## src/rtl/ctxrep_pkg.sv

```systemverilog
package ctxrep_pkg;

    // register byte offsets
    localparam logic [7:0] OFS_CTRL    = 8'h00;
    localparam logic [7:0] OFS_DB_BASE = 8'h10;
    localparam logic [7:0] OFS_DB_CNT  = 8'h14;
    localparam logic [7:0] OFS_SB_BASE = 8'h18;
    localparam logic [7:0] OFS_SB_CNT  = 8'h1C;
    localparam logic [7:0] OFS_ERRADR  = 8'h20;

    // control bit positions
    localparam int BIT_RUN  = 0;
    localparam int BIT_ARB  = 1;
    localparam int IE_LO    = 2;
    localparam int NFLAG    = 7;
    localparam int FLAG_LO  = 16;

    // flag index inside the 7-bit flag vector (order fixed by the map)
    localparam int F_RDERR = 0;
    localparam int F_DBDON = 1;
    localparam int F_HPDON = 2;
    localparam int F_LPDON = 3;
    localparam int F_BUSER = 6;

    // list index, in processing order
    localparam logic [1:0] L_HP = 2'd0;
    localparam logic [1:0] L_LP = 2'd1;
    localparam logic [1:0] L_DB = 2'd2;

    typedef enum logic [2:0] {
        S_IDLE,
        S_PICK,
        S_RDVAL,
        S_RDOFS,
        S_WRITE,
        S_DONE
    } seq_st_e;

endpackage

```

## src/rtl/ctxrep_csr.sv

```systemverilog
module ctxrep_csr
    import ctxrep_pkg::*;
#(
    parameter int AW  = 32,
    parameter int CW  = 16,
    parameter int RAW = 8
) (
    input  logic           clk,
    input  logic           rst_n,
    input  logic           csr_wr,
    input  logic [RAW-1:0] csr_addr,
    input  logic [31:0]    csr_wdata,
    output logic [31:0]    csr_rdata,
    output logic           irq,
    output logic           go_o,
    output logic [AW-1:0]  db_base_o,
    output logic [AW-1:0]  sb_base_o,
    output logic [CW-1:0]  db_cnt_o,
    output logic [CW-1:0]  hp_cnt_o,
    output logic [CW-1:0]  lp_cnt_o,
    input  logic           fin_i,
    input  logic [2:0]     mask_i,
    input  logic           rd_fail_i,
    input  logic           bus_fail_i,
    input  logic [AW-1:0]  bus_addr_i
);

    typedef struct packed {
        logic             run;
        logic             arb;
        logic [NFLAG-1:0] ie;
        logic [NFLAG-1:0] fl;
        logic [AW-1:0]    db_base;
        logic [AW-1:0]    sb_base;
        logic [CW-1:0]    db_cnt;
        logic [CW-1:0]    hp_cnt;
        logic [CW-1:0]    lp_cnt;
        logic [AW-1:0]    err_addr;
    } csr_t;

    csr_t r_q, r_d;
    logic go_d;
    logic [RAW-1:0] a_w;

    assign a_w = csr_addr;

    always_comb begin
        r_d  = r_q;
        go_d = 1'b0;
        if (csr_wr && a_w == RAW'(OFS_CTRL)) begin
            r_d.arb = csr_wdata[BIT_ARB];
            r_d.ie  = csr_wdata[IE_LO +: NFLAG];
            r_d.fl  = r_q.fl & ~csr_wdata[FLAG_LO +: NFLAG];
            if (csr_wdata[BIT_RUN] && !r_q.run) begin
                r_d.run = 1'b1;
                go_d    = 1'b1;
            end
        end
        if (csr_wr && !r_q.run) begin
            case (a_w)
                RAW'(OFS_DB_BASE): r_d.db_base = csr_wdata[AW-1:0];
                RAW'(OFS_DB_CNT):  r_d.db_cnt  = csr_wdata[CW-1:0];
                RAW'(OFS_SB_BASE): r_d.sb_base = csr_wdata[AW-1:0];
                RAW'(OFS_SB_CNT): begin
                    r_d.hp_cnt = csr_wdata[CW-1:0];
                    r_d.lp_cnt = csr_wdata[16 +: CW];
                end
                default: ;
            endcase
        end
        // engine events win over a same-cycle software clear
        if (fin_i) begin
            r_d.run = 1'b0;
            if (mask_i[L_HP]) r_d.fl[F_HPDON] = 1'b1;
            if (mask_i[L_LP]) r_d.fl[F_LPDON] = 1'b1;
            if (mask_i[L_DB]) r_d.fl[F_DBDON] = 1'b1;
        end
        if (rd_fail_i) begin
            r_d.run          = 1'b0;
            r_d.fl[F_RDERR]  = 1'b1;
        end
        if (bus_fail_i) begin
            r_d.run          = 1'b0;
            r_d.fl[F_BUSER]  = 1'b1;
            r_d.err_addr     = bus_addr_i;
        end
    end

    always_ff @(posedge clk or negedge rst_n) begin
        if (!rst_n) r_q <= '0;
        else        r_q <= r_d;
    end

    always_comb begin
        csr_rdata = '0;
        case (a_w)
            RAW'(OFS_CTRL): begin
                csr_rdata[BIT_RUN]            = r_q.run;
                csr_rdata[BIT_ARB]            = r_q.arb;
                csr_rdata[IE_LO +: NFLAG]     = r_q.ie;
                csr_rdata[FLAG_LO +: NFLAG]   = r_q.fl;
            end
            RAW'(OFS_DB_BASE): csr_rdata[AW-1:0] = r_q.db_base;
            RAW'(OFS_DB_CNT):  csr_rdata[CW-1:0] = r_q.db_cnt;
            RAW'(OFS_SB_BASE): csr_rdata[AW-1:0] = r_q.sb_base;
            RAW'(OFS_SB_CNT): begin
                csr_rdata[CW-1:0]  = r_q.hp_cnt;
                csr_rdata[16 +: CW] = r_q.lp_cnt;
            end
            RAW'(OFS_ERRADR):  csr_rdata[AW-1:0] = r_q.err_addr;
            default: ;
        endcase
    end

    assign irq       = |(r_q.fl & r_q.ie);
    assign go_o      = go_d;
    assign db_base_o = r_q.db_base;
    assign sb_base_o = r_q.sb_base;
    assign db_cnt_o  = r_q.db_cnt;
    assign hp_cnt_o  = r_q.hp_cnt;
    assign lp_cnt_o  = r_q.lp_cnt;

    // list setup cannot move while a run is active
    p_hold_cfg_r8: assert property (@(posedge clk) disable iff (!rst_n)
        r_q.run |=> ($stable(r_q.db_base) && $stable(r_q.sb_base) &&
                     $stable(r_q.db_cnt) && $stable(r_q.hp_cnt) && $stable(r_q.lp_cnt)));

    // the run bit only drops on an engine event
    p_hw_clear_r5: assert property (@(posedge clk) disable iff (!rst_n)
        $fell(r_q.run) |-> $past(fin_i || rd_fail_i || bus_fail_i));

    // a bus error leaves its flag and offset behind
    p_err_latch_r10: assert property (@(posedge clk) disable iff (!rst_n)
        bus_fail_i |=> (r_q.fl[F_BUSER] && r_q.err_addr == $past(bus_addr_i)));

    // completion with a high-priority list done raises its flag
    p_hp_flag_r5: assert property (@(posedge clk) disable iff (!rst_n)
        (fin_i && mask_i[L_HP]) |=> r_q.fl[F_HPDON]);

endmodule

```

## src/rtl/ctxrep_seq.sv

```systemverilog
module ctxrep_seq
    import ctxrep_pkg::*;
#(
    parameter int AW = 32,
    parameter int CW = 16
) (
    input  logic          clk,
    input  logic          rst_n,
    input  logic          go_i,
    input  logic [AW-1:0] db_base_i,
    input  logic [AW-1:0] sb_base_i,
    input  logic [CW-1:0] db_cnt_i,
    input  logic [CW-1:0] hp_cnt_i,
    input  logic [CW-1:0] lp_cnt_i,
    output logic          mrd_req,
    output logic [AW-1:0] mrd_addr,
    input  logic          mrd_valid,
    input  logic [31:0]   mrd_data,
    input  logic          mrd_err,
    output logic          rw_valid,
    output logic [31:0]   rw_addr,
    output logic [31:0]   rw_data,
    input  logic          rw_ready,
    input  logic          rw_err,
    output logic          fin_o,
    output logic [2:0]    mask_o,
    output logic          rd_fail_o,
    output logic          bus_fail_o,
    output logic [AW-1:0] bus_addr_o
);

    localparam int ENT_SH  = 3;   // 8 bytes per entry
    localparam int WORD_B  = 4;

    typedef struct packed {
        seq_st_e       st;
        logic [1:0]    idx;
        logic [AW-1:0] ptr;
        logic [CW-1:0] rem;
        logic [31:0]   val;
        logic [31:0]   ofs;
        logic [2:0]    mask;
    } seq_t;

    seq_t s_q, s_d;
    logic [AW-1:0] lp_base;
    logic [AW-1:0] cur_base;
    logic [CW-1:0] cur_cnt;
    logic          rd_hit, wr_hit;

    // low-priority entries sit right behind the high-priority ones
    assign lp_base = sb_base_i + (AW'(hp_cnt_i) << ENT_SH);

    always_comb begin
        case (s_q.idx)
            L_HP:    begin cur_base = sb_base_i; cur_cnt = hp_cnt_i; end
            L_LP:    begin cur_base = lp_base;   cur_cnt = lp_cnt_i; end
            default: begin cur_base = db_base_i; cur_cnt = db_cnt_i; end
        endcase
    end

    assign rd_hit = (s_q.st == S_RDVAL || s_q.st == S_RDOFS) && mrd_valid;
    assign wr_hit = (s_q.st == S_WRITE) && rw_ready;

    always_comb begin
        s_d = s_q;
        case (s_q.st)
            S_IDLE: begin
                if (go_i) begin
                    s_d.st   = S_PICK;
                    s_d.idx  = L_HP;
                    s_d.mask = '0;
                end
            end
            S_PICK: begin
                if (cur_cnt == '0) begin
                    if (s_q.idx == L_DB) s_d.st  = S_DONE;
                    else                 s_d.idx = s_q.idx + 2'd1;
                end else begin
                    s_d.ptr = cur_base;
                    s_d.rem = cur_cnt;
                    s_d.st  = S_RDVAL;
                end
            end
            S_RDVAL: begin
                if (rd_hit) begin
                    if (mrd_err) s_d.st = S_IDLE;
                    else begin
                        s_d.val = mrd_data;
                        s_d.ptr = s_q.ptr + AW'(WORD_B);
                        s_d.st  = S_RDOFS;
                    end
                end
            end
            S_RDOFS: begin
                if (rd_hit) begin
                    if (mrd_err) s_d.st = S_IDLE;
                    else begin
                        s_d.ofs = mrd_data;
                        s_d.ptr = s_q.ptr + AW'(WORD_B);
                        s_d.st  = S_WRITE;
                    end
                end
            end
            S_WRITE: begin
                if (wr_hit) begin
                    if (rw_err) s_d.st = S_IDLE;
                    else begin
                        s_d.rem = s_q.rem - CW'(1);
                        if (s_q.rem == CW'(1)) begin
                            s_d.mask[s_q.idx] = 1'b1;
                            if (s_q.idx == L_DB) s_d.st = S_DONE;
                            else begin
                                s_d.idx = s_q.idx + 2'd1;
                                s_d.st  = S_PICK;
                            end
                        end else begin
                            s_d.st = S_RDVAL;
                        end
                    end
                end
            end
            S_DONE:  s_d.st = S_IDLE;
            default: s_d.st = S_IDLE;
        endcase
    end

    always_ff @(posedge clk or negedge rst_n) begin
        if (!rst_n) s_q <= '{st: S_IDLE, default: '0};
        else        s_q <= s_d;
    end

    assign mrd_req    = (s_q.st == S_RDVAL) || (s_q.st == S_RDOFS);
    assign mrd_addr   = s_q.ptr;
    assign rw_valid   = (s_q.st == S_WRITE);
    assign rw_addr    = s_q.ofs;
    assign rw_data    = s_q.val;
    assign fin_o      = (s_q.st == S_DONE);
    assign mask_o     = s_q.mask;
    assign rd_fail_o  = rd_hit && mrd_err;
    assign bus_fail_o = wr_hit && rw_err;
    assign bus_addr_o = AW'(s_q.ofs);

    // an unanswered read keeps its address
    p_rd_hold_r2: assert property (@(posedge clk) disable iff (!rst_n)
        (mrd_req && !mrd_valid) |=> (mrd_req && $stable(mrd_addr)));

    // a register write starts only after the offset word arrived
    p_wr_after_rd_r2: assert property (@(posedge clk) disable iff (!rst_n)
        $rose(rw_valid) |-> $past(mrd_req && mrd_valid));

    // reads and writes never overlap
    p_one_master_r2: assert property (@(posedge clk) disable iff (!rst_n)
        !(mrd_req && rw_valid));

    // a failed read ends all traffic
    p_rd_stop_r9: assert property (@(posedge clk) disable iff (!rst_n)
        rd_fail_o |=> (!mrd_req && !rw_valid));

    // a failed write ends all traffic
    p_wr_stop_r10: assert property (@(posedge clk) disable iff (!rst_n)
        bus_fail_o |=> (!mrd_req && !rw_valid));

endmodule

```

## src/rtl/ctxrep_engine.sv

```systemverilog
module ctxrep_engine
    import ctxrep_pkg::*;
#(
    parameter int AW  = 32,
    parameter int CW  = 16,
    parameter int RAW = 8
) (
    input  logic           clk,
    input  logic           rst_n,
    input  logic           csr_wr,
    input  logic [RAW-1:0] csr_addr,
    input  logic [31:0]    csr_wdata,
    output logic [31:0]    csr_rdata,
    output logic           mrd_req,
    output logic [AW-1:0]  mrd_addr,
    input  logic           mrd_valid,
    input  logic [31:0]    mrd_data,
    input  logic           mrd_err,
    output logic           rw_valid,
    output logic [31:0]    rw_addr,
    output logic [31:0]    rw_data,
    input  logic           rw_ready,
    input  logic           rw_err,
    output logic           irq
);

    logic          go_w, fin_w, rd_fail_w, bus_fail_w;
    logic [2:0]    mask_w;
    logic [AW-1:0] db_base_w, sb_base_w, bus_addr_w;
    logic [CW-1:0] db_cnt_w, hp_cnt_w, lp_cnt_w;

    ctxrep_csr #(.AW(AW), .CW(CW), .RAW(RAW)) i_csr (
        .clk        (clk),
        .rst_n      (rst_n),
        .csr_wr     (csr_wr),
        .csr_addr   (csr_addr),
        .csr_wdata  (csr_wdata),
        .csr_rdata  (csr_rdata),
        .irq        (irq),
        .go_o       (go_w),
        .db_base_o  (db_base_w),
        .sb_base_o  (sb_base_w),
        .db_cnt_o   (db_cnt_w),
        .hp_cnt_o   (hp_cnt_w),
        .lp_cnt_o   (lp_cnt_w),
        .fin_i      (fin_w),
        .mask_i     (mask_w),
        .rd_fail_i  (rd_fail_w),
        .bus_fail_i (bus_fail_w),
        .bus_addr_i (bus_addr_w)
    );

    ctxrep_seq #(.AW(AW), .CW(CW)) i_seq (
        .clk        (clk),
        .rst_n      (rst_n),
        .go_i       (go_w),
        .db_base_i  (db_base_w),
        .sb_base_i  (sb_base_w),
        .db_cnt_i   (db_cnt_w),
        .hp_cnt_i   (hp_cnt_w),
        .lp_cnt_i   (lp_cnt_w),
        .mrd_req    (mrd_req),
        .mrd_addr   (mrd_addr),
        .mrd_valid  (mrd_valid),
        .mrd_data   (mrd_data),
        .mrd_err    (mrd_err),
        .rw_valid   (rw_valid),
        .rw_addr    (rw_addr),
        .rw_data    (rw_data),
        .rw_ready   (rw_ready),
        .rw_err     (rw_err),
        .fin_o      (fin_w),
        .mask_o     (mask_w),
        .rd_fail_o  (rd_fail_w),
        .bus_fail_o (bus_fail_w),
        .bus_addr_o (bus_addr_w)
    );

    // nothing is requested right after reset
    p_quiet_reset_r1: assert property (@(posedge clk) disable iff (!rst_n)
        $rose(rst_n) |-> (!mrd_req && !rw_valid && !irq));

endmodule

```

## config.mk

```make
export PLATFORM = sky130hd
export DESIGN_NAME = ctxrep_engine
export DESIGN_NICKNAME = d
export VERILOG_FILES = /design/src/rtl/ctxrep_pkg.sv /design/src/rtl/ctxrep_csr.sv /design/src/rtl/ctxrep_seq.sv /design/src/rtl/ctxrep_engine.sv
export SDC_FILE = /design/constraint.sdc
export NUM_CORES = 1
export LEC_CHECK = 0
export BUFFER_PORTS_ARGS = -buffer_cell sky130_fd_sc_hd__buf_2
export CAP_MARGIN = 20
export CORE_MARGIN = 5
export CORE_UTILIZATION = 63
export DETAILED_ROUTE_END_ITERATION = 10
export GPL_TIMING_DRIVEN = 1
export HOLD_SLACK_MARGIN = 0.02
export PLACE_DENSITY = 0.86
export SKIP_LAST_GASP = 1
export SYNTH_ARGS = -nofsm -noshare
export SYNTH_HDL_FRONTEND = slang
export SYNTH_SLANG_ARGS = --single-unit
export TNS_END_PERCENT = 10
```

## constraint.sdc

```tcl
create_clock -name clk -period 5.83 [get_ports clk]
set_clock_uncertainty 0.05 [all_clocks]
set_input_delay 0.2915 -clock clk [delete_from_list [all_inputs] [get_ports clk]]
set_output_delay 0.2915 -clock clk [all_outputs]
set_load 0.05 [all_outputs]
```

==> PnR_summary.wiki <==
{| class="wikitable"
! Metric !! Value
|-
| Mux contribution to synthesized area || 0.196
|-
| Parity-gate share of the synthesized area counting xor and xnor cells || 0.00624
|-
| CTS root buf || clkbuf_16
|-
| Net count after synthesis || 1,537
|-
| Power density over the cells || 486 nW/um2
|-
| Number of vias after detailed routing || 12,800
|-
| Most frequent cells in the layout || 280 x dfrtp_1, 208 x buf_2, 204 x mux2_2, 104 x a21oi_1, 82 x nand2_1
|-
| Combined global-route utilization of all metal layers || 0.344
|-
| Number of stages on the worst hold path || 2
|-
| Clock tree from TritonCTS || yes
|-
| Count of clock tree sinks || 280
|-
| Worst path buffer plus inverter count || 2
|-
| Setup TNS || 0 ns
|-
| Multi-input gate area in the final layout || 7290 um2
|-
| Htree depth || 1
|-
| Synthesized-area fraction occupied by and/or/nand/nor cells || 0.0948
|-
| Max clock buf depth || 3
|-
| Maximum single-stage delay on the critical path || 0.70 ns
|-
| Most common flop cell mapped by yosys || dfrtp_1
|-
| Clock latency on the worst-skew pair || 0.55 ns
|-
| Top-level I/O count || 210
|-
| Antenna diode count || 0
|-
| Net total in the final layout || 1,680
|-
| Launching point of the worst reg2reg path || i_seq.s_q[116]$_DFFE_PN0P_
|-
| DRC errors left || 0
|-
| Cells along the critical path || inv_1 > ha_1 > buf_4 > a22o_1 > a21oi_1 > nand4_1 > or4_1 > nand2_1 > o32ai_1 > or3_1
|-
| Share of the yosys chip area belonging to registers || 0.454
|-
| Crit path arrival time || 3.90 ns
|-
| Length in cells of the worst reg-to-reg path || 10
|-
| Worst-path fanout max || 46
|-
| CP Capture Type || flop
|-
| Post-layout utilization of the core || 0.726
|-
| Async set or reset register ratio after synthesis || 1.00
|-
| HPWL reported at the end of detailed placement || 33,100 um
|-
| Vertical die dimension || 167 um
|-
| Post-synth EDFFs || 0
|-
| Kind of critical path || reg2reg
|-
| Hold Path End || i_csr.hp_cnt_o[9]$_DFFE_PN0P_
|-
| Leak Pwr || 8.42 nW
|-
| Most frequent standard cell in the layout excluding fill and tap cells || dfrtp_1
|-
| Yosys synthesis warning count || 0
|-
| Placement row count || 57
|-
| Maximum number of pins on one net before global-route repair || 183
|-
| Initial antenna violation count || 1
|-
| Register cell area after layout || 7010 um2
|-
| Synthesized netlist cell count || 1,435
|-
| Total of buffers placed on input and output ports || 209
|-
| Number of nets still failing antenna checks after routing || 0
|-
| R2R Setup Slk || 2.30 ns
|-
| Crit-path leading delay family || simple AND/OR/NAND/NOR gates
|-
| Routed WL || 48,500 um
|-
| Endpoint required time on the critical path || 6.20 ns
|-
| Total instance count after detailed placement || 1,807
|-
| Distinct cell type count after synthesis || 77
|-
| Hold Crit Class || in2reg
|-
| Finished Layout Cells || 1,923
|-
| Total power after layout || 8.56 mW
|-
| Post-synthesis average cell area || 10.8 um2
|-
| Die X || 167 um
|-
| FMAX || 0.283 GHz
|-
| Via density per instance || 6.67
|-
| Main combinational cell family by area after synthesis || multiplexers
|-
| Pre-antenna DRT Iters || 6
|-
| Adder-cell share of the synthesized area || 0.0191
|-
| Starting Density || 0.637
|-
| Setup repair after global routing missed its margin || no
|-
| Wirelength per Cell || 25.2 um
|-
| Worst slew margin relative to its limit || 0.243
|-
| Number of pins with negative max-slew slack in the final report || 0
|-
| Area overhead of the layout relative to synthesis || 14.1%
|-
| Startpoint type of the worst setup path || flop
|-
| # setup viols final || 0
|-
| Crit path max-delay cell type || or4_1
|-
| Number of buffers inserted during clock tree synthesis || 29
|-
| CTS-repair resized insts || 0
|-
| Transition time of the tightest slew-check pin || 1.13 ns
|-
| Die Outline Area || 27,700 um2
|-
| Synthesized area || 15,400 um2
|-
| Max-cap violation count || 0
|-
| Hold Crit Start || csr_wdata[9]
|-
| Outcome || finished clean
|-
| Global-route wire length before repair || 76,400 um
|-
| Worst-path clk slew || 0.07 ns
|-
| Number of inserted filler cells in the final layout || 1,655
|-
| Fraction of layout instances using a drive strength above 1 || 0.313
|-
| Synth Register Bits || 280
|-
| Number of global-route vias before repair || 12,900
|-
| Maximum VDD drop || 0.459 mV
|-
| Post-synthesis compound-gate area fraction || 0.155
|-
| Crit path time final || 3.53 ns
|-
| Final Wtd Congestion || 1.06
|-
| Iter 0 DRT Violations || 1,542
|-
| Final cycle utilization of the critical path || 0.606
|-
| Total overflow reported by the global router || 0
|-
| Standard cell core area || 24,200 um2
|-
| Final Hold Fails || 0
|-
| Critical register-to-register path endpoint || i_seq.mrd_addr[27]$_DFFE_PN0P_
|}
power by group:
part / switching (mW) / leakage (nW) / internal [mW]
Clock: 0.809 / 0.463 / 1.11
Sequential: 0.494 / 3.70 / 2.44
Combinational: 2.59 / 4.26 / 1.11
Total: 3.90 / 8.42 / 4.66
area by class of cell:
| type | instances | share of cell area |
|---|---|---|
| sequential | 280 | 0.398 |
| inverter | 23 | 0.00490 |
| clock inverter | 16 | 0.0102 |
| clock buffer | 36 | 0.0456 |
| tap | 324 | 0.0230 |
| multi-input combinational | 955 | 0.414 |
| timing repair buffer | 289 | 0.104 |
metrics by stage:
| step | hold slack, ns | area, um2 | setup WS [ns] |
|---|---|---|---|
| 2_1_floorplan | -0.0541 | 15400 | 2.90 |
| 3_3_place_gp | 0.339 | 16000 | 2.19 |
| 3_5_place_dp | 0.340 | 16000 | 2.02 |
| 4_1_cts | 0.0339 | 17600 | 2.39 |
| 5_1_grt | 0.0340 | 17600 | 2.18 |
| 6_report | 0.0596 | 17600 | 2.30 |
kinds of logic after synthesis:
| logic type | count (synthesis) |
|---|---|
| AO/OA/AOI/OAI | 353 |
| XOR/XNOR | 11 |
| adder cells (fa/ha/maj) | 23 |
| buffers and inverters | 200 |
| flip-flops | 280 |
| multiplexers | 267 |
| AND/OR/NAND/NOR | 301 |
worst max-delay path by stage:
stage / from / to / slack [ns] / depth (start not counted)
6_report: i_seq.s_q[116]$_DFFE_PN0P_ / i_seq.mrd_addr[27]$_DFFE_PN0P_ / 2.30 / 10
3_5_place_dp: csr_addr[5] / i_csr.db_base_o[15]$_DFFE_PN0P_ / 2.02 / 7
5_1_grt: i_seq.s_q[116]$_DFFE_PN0P_ / i_seq.mrd_addr[27]$_DFFE_PN0P_ / 2.18 / 10
3_3_place_gp: csr_addr[5] / i_csr.db_base_o[28]$_DFFE_PN0P_ / 2.19 / 7
2_1_floorplan: i_seq.s_q[116]$_DFFE_PN0P_ / i_seq.s_q[115]$_DFFE_PN0P_ / 2.90 / 12
4_1_cts: i_seq.s_q[116]$_DFFE_PN0P_ / i_seq.s_q[115]$_DFFE_PN0P_ / 2.39 / 10
Yosys cell counts (4+ instances only):
cell type  instances  share of area
nand2b_1          12         0.0049
ha_1              22          0.018
nor3_1            26         0.0084
and2_1             6         0.0024
dfrtp_1          280           0.45
clkbuf_1          45          0.011
a211o_1            6         0.0034
a32oi_1            5         0.0028
a21oi_1          104          0.034
a31oi_1           17         0.0069
and3_1            10         0.0041
o22ai_1           10         0.0041
buf_2             14         0.0045
mux4_2             7          0.010
nand3_1           23         0.0075
buf_4             98          0.048
nor2_1            81          0.020
a22o_1            27          0.015
a22oi_1           11         0.0053
and4_1             5         0.0028
xnor2_1            8         0.0045
mux2i_1           45          0.029
o22a_1            12         0.0068
or3_1              7         0.0028
nor3b_1            4         0.0019
a221o_1           19          0.012
a21o_1             8         0.0039
a21boi_0           5         0.0024
nand2_1           82          0.020
a221oi_1           9         0.0051
inv_1             21         0.0051
o21ai_1            4         0.0013
mux2_1            11         0.0080
buf_1             18         0.0044
o21ai_0           59          0.019
or4_1              4         0.0019
mux2_2           204           0.15
o221ai_1           7         0.0040
nor2b_1            4         0.0016
nand4_1           14         0.0057
o211ai_1           8         0.0039
or2_2              4         0.0016
a211oi_1           7         0.0034
nor4_1             8         0.0032
metal layers:
| metal | vias to the layer above | global-route usage | wire (um) |
|---|---|---|---|
| met5 | - | 0 | 0 |
| met4 | 0 | 0.150 | 2600 |
| met3 | 195 | 0.0953 | 5430 |
| met2 | 874 | 0.540 | 22100 |
| met1 | 6251 | 0.451 | 18400 |
| li1 | 5509 | - | - |
timing repair:
item,4_1_cts,5_1_grt
setup buffers,0,0
endpoints found under the hold margin,271,0
hold buffers,63,0
state kept, by name, indices dropped and copies added (netlist names):
signal	cells
i_csr.r_q	48
i_csr.db_base_o	32
i_csr.sb_base_o	32
i_seq.bus_addr_o	32
i_seq.mrd_addr	32
i_seq.rw_data	32
i_seq.s_q	21
i_csr.db_cnt_o	16
i_csr.hp_cnt_o	16
i_csr.lp_cnt_o	16
i_seq.mask_o	3
Power figures use the tool's default switching activity.
